[src/rtl/corr_sync_pkg.sv]
package corr_sync_pkg;
  localparam int unsigned DEF_FRAME_TICKS   = 516;
  localparam int unsigned DEF_XFORM_TICKS   = 512;
  localparam int unsigned DEF_PERIOD_FRAMES = 8192;

  // Counter width able to hold 0 .. n-1, never below one bit.
  function automatic int unsigned cnt_width(input int unsigned n);
    return (n < 2) ? 1 : $clog2(n);
  endfunction
endpackage

[src/rtl/corr_frame_timer.sv]
module corr_frame_timer #(
  parameter int unsigned FRAME_TICKS   = 516,
  parameter int unsigned PERIOD_FRAMES = 8192,
  parameter int unsigned TICK_W        = 10,
  parameter int unsigned FRM_W         = 13
) (
  input  logic              clk,
  input  logic              rst,
  input  logic              restart,
  output logic [TICK_W-1:0] tick_o,
  output logic [FRM_W-1:0]  frame_o
);
  localparam logic [TICK_W-1:0] TICK_LAST  = TICK_W'(FRAME_TICKS - 1);
  localparam logic [FRM_W-1:0]  FRAME_LAST = FRM_W'(PERIOD_FRAMES - 1);

  always_ff @(posedge clk) begin
    if (rst || restart) begin
      tick_o  <= '0;
      frame_o <= '0;
    end else if (tick_o == TICK_LAST) begin
      tick_o  <= '0;
      frame_o <= (frame_o == FRAME_LAST) ? '0 : frame_o + 1'b1;
    end else begin
      tick_o  <= tick_o + 1'b1;
    end
  end
endmodule

[src/rtl/corr_skew_tap.sv]
module corr_skew_tap #(
  parameter int unsigned XFORM_TICKS = 512,
  parameter int unsigned TICK_W      = 10,
  parameter int unsigned DLY_W       = 2
) (
  input  logic              clk,
  input  logic              rst,
  input  logic              kill,
  input  logic [TICK_W-1:0] tick_i,
  input  logic [DLY_W-1:0]  dly_i,
  output logic              pulse_o
);
  logic [TICK_W-1:0] target;

  always_comb target = TICK_W'(XFORM_TICKS) + TICK_W'(dly_i);

  always_ff @(posedge clk) begin
    if (rst) pulse_o <= 1'b0;
    else     pulse_o <= !kill && (tick_i == target);
  end
endmodule

[src/rtl/corr_sync_gen.sv]
module corr_sync_gen
  import corr_sync_pkg::*;
#(
  parameter int unsigned FRAME_TICKS   = DEF_FRAME_TICKS,
  parameter int unsigned XFORM_TICKS   = DEF_XFORM_TICKS,
  parameter int unsigned PERIOD_FRAMES = DEF_PERIOD_FRAMES,
  parameter int unsigned N_DEST        = 4,
  parameter int unsigned DLY_W         = 2,
  parameter int unsigned N_LOAD        = 4,
  parameter int unsigned N_INIT        = 3
) (
  input  logic                      clk,
  input  logic                      rst,
  input  logic                      host_init_i,
  input  logic [N_DEST*DLY_W-1:0]   dest_dly_i,
  output logic [N_DEST-1:0]         frame_pulse_o,
  output logic [N_LOAD-1:0]         load_pulse_o,
  output logic [N_INIT-1:0]         init_pulse_o
);
  localparam int unsigned TICK_W = cnt_width(FRAME_TICKS);
  localparam int unsigned FRM_W  = cnt_width(PERIOD_FRAMES);

  logic              req_q;
  logic              init_edge;
  logic [TICK_W-1:0] tick;
  logic [FRM_W-1:0]  frame;

  always_ff @(posedge clk) begin
    if (rst) req_q <= 1'b0;
    else     req_q <= host_init_i;
  end

  always_comb init_edge = host_init_i && !req_q;

  corr_frame_timer #(
    .FRAME_TICKS  (FRAME_TICKS),
    .PERIOD_FRAMES(PERIOD_FRAMES),
    .TICK_W       (TICK_W),
    .FRM_W        (FRM_W)
  ) u_timer (
    .clk    (clk),
    .rst    (rst),
    .restart(init_edge),
    .tick_o (tick),
    .frame_o(frame)
  );

  for (genvar i = 0; i < N_DEST; i++) begin : g_tap
    corr_skew_tap #(
      .XFORM_TICKS(XFORM_TICKS),
      .TICK_W     (TICK_W),
      .DLY_W      (DLY_W)
    ) u_tap (
      .clk    (clk),
      .rst    (rst),
      .kill   (init_edge),
      .tick_i (tick),
      .dly_i  (dest_dly_i[i*DLY_W +: DLY_W]),
      .pulse_o(frame_pulse_o[i])
    );
  end

  // Separate register per consumer copy to keep fan-out local.
  for (genvar j = 0; j < N_LOAD; j++) begin : g_load
    always_ff @(posedge clk) begin
      if (rst) load_pulse_o[j] <= 1'b0;
      else     load_pulse_o[j] <= !init_edge && (frame == '0) &&
                                  (tick == TICK_W'(XFORM_TICKS));
    end
  end

  for (genvar k = 0; k < N_INIT; k++) begin : g_init
    always_ff @(posedge clk) begin
      if (rst) init_pulse_o[k] <= 1'b0;
      else     init_pulse_o[k] <= init_edge;
    end
  end
endmodule

[config.mk]
export PLATFORM = sky130hd
export DESIGN_NAME = corr_sync_gen
export DESIGN_NICKNAME = d
export VERILOG_FILES = /design/src/rtl/corr_sync_pkg.sv /design/src/rtl/corr_frame_timer.sv /design/src/rtl/corr_skew_tap.sv /design/src/rtl/corr_sync_gen.sv
export SDC_FILE = /design/constraint.sdc
export NUM_CORES = 1
export LEC_CHECK = 0
export ABC_AREA = 0
export BUFFER_PORTS_ARGS = -buffer_cell sky130_fd_sc_hd__buf_2
export CAP_MARGIN = 10
export CORE_ASPECT_RATIO = 0.5
export CORE_MARGIN = 1.5
export CORE_UTILIZATION = 30
export CTS_BUF_LIST = sky130_fd_sc_hd__clkbuf_16
export DETAILED_ROUTE_END_ITERATION = 12
export GPL_TIMING_DRIVEN = 0
export PLACE_DENSITY = 0.54
export SYNTH_ARGS = -nofsm -noshare
export SYNTH_HDL_FRONTEND = slang
export SYNTH_SLANG_ARGS = --single-unit
[constraint.sdc]
create_clock -name clk -period 6.32 [get_ports clk]
set_clock_uncertainty 0.1 [all_clocks]
set_input_delay 0.316 -clock clk [delete_from_list [all_inputs] [get_ports clk]]
set_output_delay 0.316 -clock clk [all_outputs]
set_load 0.01 [all_outputs]
# ---- After elaboration in Yosys (flattened, before gate mapping)
# Index checks and enable logic that the tools add are counted.
dict set report word_totals {
  regBits 30
  in_bits 11
  out_inout_bits 11
  elab_cells 35
}
dict set report op_classes {
  n_addsub 6
  eq_ne 7
  muxes 1
  reduce_logical 12
}
# operator n
set ops {}
lappend ops {{$add A10 B2 Y10 const A} 4}
lappend ops {{$eq A10 B10 Y1} 4}
lappend ops {{$eq A10 B10 Y1 const B} 2}
lappend ops {{$add A13 B1 Y13 const B} 1}
lappend ops {{$eq A13 B13 Y1 const B} 1}
lappend ops {{$logic_not A13 Y1} 1}
lappend ops {{$mux W13} 1}
lappend ops {{$add A10 B1 Y10 const B} 1}
lappend ops {{$logic_and A1 B1 Y1} 7}
lappend ops {{$logic_not A1 Y1} 2}
lappend ops {{$reduce_or A2 Y1} 1}
lappend ops {{$logic_or A1 B1 Y1} 1}

# ---- Longest topological paths before layout
# Gate-level depths: netlist of the first run.
dict set report depth {
  word_depth 5
  depth_mapped 7
  mapped_depth_nobuf 6
}

# ---- Cells and area by module
# From an unflattened synthesis of the first run, not the netlist that was laid out.
dict set report unflattened {
  cells_unflattened 183
  area_unflattened_um2 1602.8
}
# module n_inst cells_each area_each_um2 seq_area_each_um2
set by_module_without_submodules {}
lappend by_module_without_submodules {corr_frame_timer 1 135 1134.8 460.4}
lappend by_module_without_submodules {corr_skew_tap 4 7 71.3 20.0}
lappend by_module_without_submodules {corr_sync_gen 1 20 182.7 60.1}

# ---- Worst setup path after synthesis of the first run
# Ideal clock, no wire load.
dict set report synth_timing {
  path_kind {register -> register}
  from {register u_timer.tick_o[0]}
  to {register u_timer.frame_o[11]}
  setup_time_ps 72
  arrival_ps 2012
  t_required_ps 6148
  path_slack_ps 4137
  path_stages_with_launch 7
  n_path_buf 1
  period_less_slack_ps 2183
  path_cell_list {dfxtp_1 ha_1 or3b_2 or4_1 buf_2 or3_1 a21oi_1}
}
dict set report synth_between {
  elab_chain_cells 1
}
# element line
set synth_lines {}
lappend synth_lines {{start, declared} corr_frame_timer.sv:10} ;# output logic [TICK_W-1:0] tick_o,
lappend synth_lines {{start signal, assigned} corr_frame_timer.sv:24} ;# tick_o <= tick_o + 1'b1;
lappend synth_lines {{$eq A10 B10 Y1} corr_frame_timer.sv:20} ;# end else if (tick_o == TICK_LAST) begin
lappend synth_lines {{end signal, assigned} corr_frame_timer.sv:22} ;# frame_o <= (frame_o == FRAME_LAST) ? '0 : frame_o + 1'b1;
lappend synth_lines {{end, declared} corr_frame_timer.sv:11} ;# output logic [FRM_W-1:0] frame_o
# Every way passes these cells.
# A chain may end at the register's enable or synchronous reset.

# ---- Worst setup path in the final report of the first run
dict set report layout_timing {
  from {register u_timer.tick_o[0]}
  to {register u_timer.frame_o[3]}
}
# The elaborated chain is that of the path after synthesis.

==> results.cfg, run 1 <==
[timing]
max_freq_ghz = 0.391
slew_headroom_pct = 52.0
rsz0062_at_grt = false
tightestPinTransition_ps = 719
setup_tns_ps = 0
slew_viol_final = 0
hold_viol_final = 0
setup_viol = 0
fin_crit_sh_pct = 40.5
finalCriticalPeriod_ps = 2560

[clock_network]
hold_buffers = 0
cts_inserted_buffers = 5
cts_root_buf = clkbuf_16
tritoncts = built
insertion_delay_ps = 270
htreeDepth = 2
clk_pin_slew_ps = 50
cts.sinks = 30
postCtsSetupBuffers = 0
clock_path_buffers = 2
postCtsResizedCells = 0

[yosys]
async_reset_ff_share_pct = 0
yosysWarnings = 0
post_synth.cell_area_avg_sq_um = 8.55
yosysMostFrequentCell = dfxtp_1
synthesis.nets = 187
yosysSeqAreaShare_pct = 40.8
synth_top_area_share_pct = 40.8
synth_largest_area_cell = dfxtp_1
synth_cell_types = 32
synthFlopType = dfxtp_1
synth_area_sq_um = 1470
synth_area_leaders = dfxtp_1 41%, xor2_1 8.3%, buf_4 4.6%
syn_inst = 172
synth_common_cells = 30 x dfxtp_1, 17 x nor2_1, 14 x xor2_1
synth-edff-count = 0
synth_seq_cells = 30

[routing]
finalWirelength_mm = 2.84
detail_route.vias_per_cell = 4.55
post_drt_wl_per_cell_microns = 10.6
drt_first_pass_iters = 4
vias = 1216
ant_nets = 0
drc = 0
drt_iter0_drc = 22

[grt]
grt_overflow = 0
grt_max_degree = 11
grt_pass1_wl_mm = 4.76
track_usage_pct = 12.1
first_global_vias = 1045
grt_antenna_before_repair = 0

[die]
fp.dieH_microns = 52.5
die_w_microns = 102
dieArea_sq_um = 5360
ios = 22
core_area_sq_um = 4550
num_rows = 17
initial_utilization_pct = 32.3

[cells_and_area]
drive_gt1_share_pct = 19.9
design_area_sq_um = 1800
final_core_util_pct = 39.4
final_nets = 215
syn_to_final_growth_pct = 22.0
fillers = 471
fin_cells = 267
diodes = 0

[power_and_ir_drop]
switching_share_pct = 20.7
p_clk_share_pct = 50.5
internal_power_mw = 0.342
p_leak_nw = 0.699
p_per_area_nw_per_um2 = 240
ir_worst_vdd_uv = 85.6
power_frac_seq_pct = 44.6
p_comb_share_pct = 4.9
switching_power_mw = 0.0894
totalPowerFinal_mw = 0.431

[placed_design]
gp_congestion = 0.766
portBuffers = 21
placedCellCount = 259
hpwl_mm = 2.11
place_area_sq_um = 1660

[flow_run]
drv_cap = 0

[min_path]
hold_path_class = in -> reg

[status]
status = complete, no violations

[worst_setup_path]
cp-end-kind = flop
criticalPathCategory = reg -> reg
start_kind = flop
path_max_fanout = 10
crit_required_ps = 6350
arrival_ps = 2590
reg2reg_slack_ps = 3760
-- critical path, stage by stage, from the launching register on --
cell and delay, ps:
dfxtp_1 330, ha_1 230, nor3b_1 620, nand3_1 430, o21bai_1 610, nor2_1 100
-- power groups by stage --
stage                     sequential (mW)  combinational [mW]  clock, mW
after detailed placement            0.196              0.0216          0
after global routing                0.192              0.0240      0.233
final                               0.192              0.0211      0.218
after CTS                           0.192              0.0217      0.221
after global placement              0.196              0.0211          0
after floorplan                     0.196              0.0135          0
-- cell usage in the layout, fill, tap and decap left out, types with 8 or more instances in the layout --
cell type  Yosys  routed
nand4_1       10      10
nor2_1        17      17
nand2_1       10      10
xor2_1        14      14
or3_1          8       8
dfxtp_1       30      30
a21oi_1       11      11
o21ai_0        8       8
buf_2          1      22
buf_4          9       9
-- metrics by stage --
stage	hold slack [ps]	worst slack (ps)
2_1_floorplan	295	4140
3_3_place_gp	364	3760
3_5_place_dp	398	3760
4_1_cts	131	3740
5_1_grt	138	3510
6_report	136	3760
-- routing by layer --
metal	GRT usage [%]	wire length [microns]	part of all wire, %
met1	14.9	1480	52
met2	18.7	1200	42
met3	4.13	97	3.4
met4	6.85	54	1.9
met5	0	0	0
-- path summary, 6_finish.rpt --
kind | startpoint | end | cells after the start
worst max-delay path | u_timer.tick_o[0] | u_timer.frame_o[3] | 5
worst min-delay path | rst | req_q | 2
worst max register to register | u_timer.tick_o[0] | u_timer.frame_o[3] | 5
worst min register to register | req_q | init_pulse_o[2] | 2
-- flip-flops by register name, summed over array words and instances, names as in the netlist --
name / count
load_pulse_o: 1
req_q: 1
init_pulse_o: 1
u_timer.frame_o: 13
g_tap.u_tap.pulse_o: 4
u_timer.tick_o: 10
-- area by class of cell --
cell class	instances	area, sq um	area share [%]
Tap cell	66	82.6	4.60
Clock buffer	5	125	6.97
Sequential cell	30	601	33.4
Inverter	7	26.3	1.46
Clock inverter	3	11.3	0.627
Multi-Input combinational cell	121	749	41.7
Timing Repair Buffer	21	105	5.85
Buffer	14	95.1	5.30
-- kinds of logic after synthesis --
group                    share of synthesized area, %
AND/OR/NAND/NOR                                  28.8
flip-flops                                       40.8
AO/OA/AOI/OAI                                    7.99
buffers and inverters                            8.25
XOR/XNOR                                         10.7
adder cells (fa/ha/maj)                          3.40
Power figures use the tool's default switching activity.
==> run 2: changes to the inputs <==
==> constraint.sdc (replaced) <==
create_clock -name clk -period 2.6 [get_ports clk]
set_clock_uncertainty 0.1 [all_clocks]
set_input_delay 0.13 -clock clk [delete_from_list [all_inputs] [get_ports clk]]
set_output_delay 0.13 -clock clk [all_outputs]
set_load 0.01 [all_outputs]
==> run 2 against run 1 <==
Against the previous run: sequential cell count is the same; sequential share of layout area shrank 0.35 points; first-iteration DRC count grew 27%; utilization rose by 0.41 points; count of clock-buffer cells in the layout did not move; worst hold slack got worse by 90 ps; sequential power grew 140%; routed wire length is 1.7% higher; largest cell class unchanged; highest routed layer unchanged.
==> results.cfg, run 2 (synthesis results as in run 1) <==
[cells_and_area]
largest_reg_flops = 13
drive_gt1_share_pct = 20.8
layout_common_cells = 30 x dfxtp_1, 22 x buf_2, 17 x nor2_1
final_common_cell = dfxtp_1
largestRegisters = u_timer.frame_o x13, u_timer.tick_o x10, g_tap.u_tap.pulse_o x4
largest_register = u_timer.frame_o
fillers = 472
final_nets = 216
syn_to_final_growth_pct = 23.3
diodes = 0
final_core_util_pct = 39.9

[placed_design]
hpwl_mm = 2.11
gp_congestion = 0.766
portBuffers = 21
place_ws_ps = 37.2

[power_and_ir_drop]
p_per_area_nw_per_um2 = 581
p_leak_nw = 0.710
ir_worst_vdd_uv = 211

[worst_setup_path]
start_kind = flop
arrival_ps = 2490
critPathSlowestCell = or4_1
path_max_fanout = 8
cp_top_family = simple AND/OR/NAND/NOR gates
crit_required_ps = 2700
crit_path_max_incr_delay_ps = 490
criticalPathCategory = reg -> reg
cp-end-kind = flop
critical_path_buf_inv_count = 1
path_cells = ha_1 -> or3b_2 -> or4_1 -> buf_2 -> or3_1 -> a21oi_1

[die]
core_area_sq_um = 4550
initial_utilization_pct = 32.3
ios = 22
num_rows = 17
dieArea_sq_um = 5360
fp.dieH_microns = 52.5
die_w_microns = 102

[timing]
worst_slack_ps = 216
fin_crit_sh_pct = 91.7
slew_viol_final = 0
slew_headroom_pct = 59.4
rsz0062_at_grt = false
setup_tns_ps = 0
max_freq_ghz = 0.419
hold_viol_final = 0
finalCriticalPeriod_ps = 2380
hold_slack_ps = 45.9
setup_viol = 0
tightestPinTransition_ps = 604

[clock_network]
cts_root_buf = clkbuf_16
clock_path_buffers = 2
cts.sinks = 30
insertion_delay_ps = 270
clk_pin_slew_ps = 50
htreeDepth = 2
cts_inserted_buffers = 5
tritoncts = built

[grt]
top_usage_layer = met2
grtUsageMet3_pct = 4.13
met2_usage_pct = 18.7
grt_overflow = 0
grt_max_degree = 11
first_global_vias = 1045
grt_pass1_wl_mm = 4.76
grtUsageMet1_pct = 14.9
grt_antenna_before_repair = 0
track_usage_pct = 12.1

[routing]
drt_first_pass_iters = 4
vias = 1226
ant_nets = 0
finalWirelength_mm = 2.89
drt_iter0_drc = 28
post_drt_wl_per_cell_microns = 10.8
detail_route.vias_per_cell = 4.57
drc = 0

[min_path]
hold_path_class = in -> reg

[status]
status = complete, no violations

[flow_run]
drv_cap = 0
## run 2: tightest hold or removal path, delay by kind of cell
kind	cells	cell delay, ps
buffers and inverters	1	80
AND/OR/NAND/NOR	1	110
XOR/XNOR	1	50
## run 2: cell type report
class	instances	area (sq um)	share of cell area (%)
tap	66	82.6	4.55
timing repair buffer	22	115	6.34
clock inverter	3	11.3	0.621
multi-input combinational	121	758	41.8
clock buffer	5	125	6.90
inverter	7	26.3	1.45
buffer	14	95.1	5.24
sequential	30	601	33.1
## run 2: metal layers
metal | part of all wire, % | up-vias
met3 | 3.7 | 6
met5 | 0 | -
met4 | 2.0 | 0
met2 | 43 | 16
met1 | 51 | 550
li1 | - | 654
## run 2: report_power, final
group	switching (mW)	total [mW]	internal, mW
Clock	0.191	0.534	0.343
Combinational	0.0290	0.0530	0.0240
Sequential	0.00230	0.467	0.465
## run 2: timing repair
action	CTS	global route
setup buffers	0	0
resized for setup	0	2
hold endpoints to repair	1	0
hold buffers	1	0
setup endpoints to repair	0	17
## run 2: path summary, 6_finish.rpt
check	slack [ps]	start	cells past startpoint	end
max reg2reg	220	u_timer.tick_o[0]	6	u_timer.frame_o[11]
min	50	dest_dly_i[4]	3	g_tap[2].u_tap.pulse_o
max	220	u_timer.tick_o[0]	6	u_timer.frame_o[11]
min reg2reg	400	req_q	2	init_pulse_o[2]
## run 2: per-stage QoR
stage               cells  cell area, sq um  power, mW
floorplan             172              1470      0.509
global placement      259              1660      0.527
detailed placement    259              1660      0.529
CTS                   268              1810       1.06
global route          268              1810       1.09
finish                268              1810       1.05
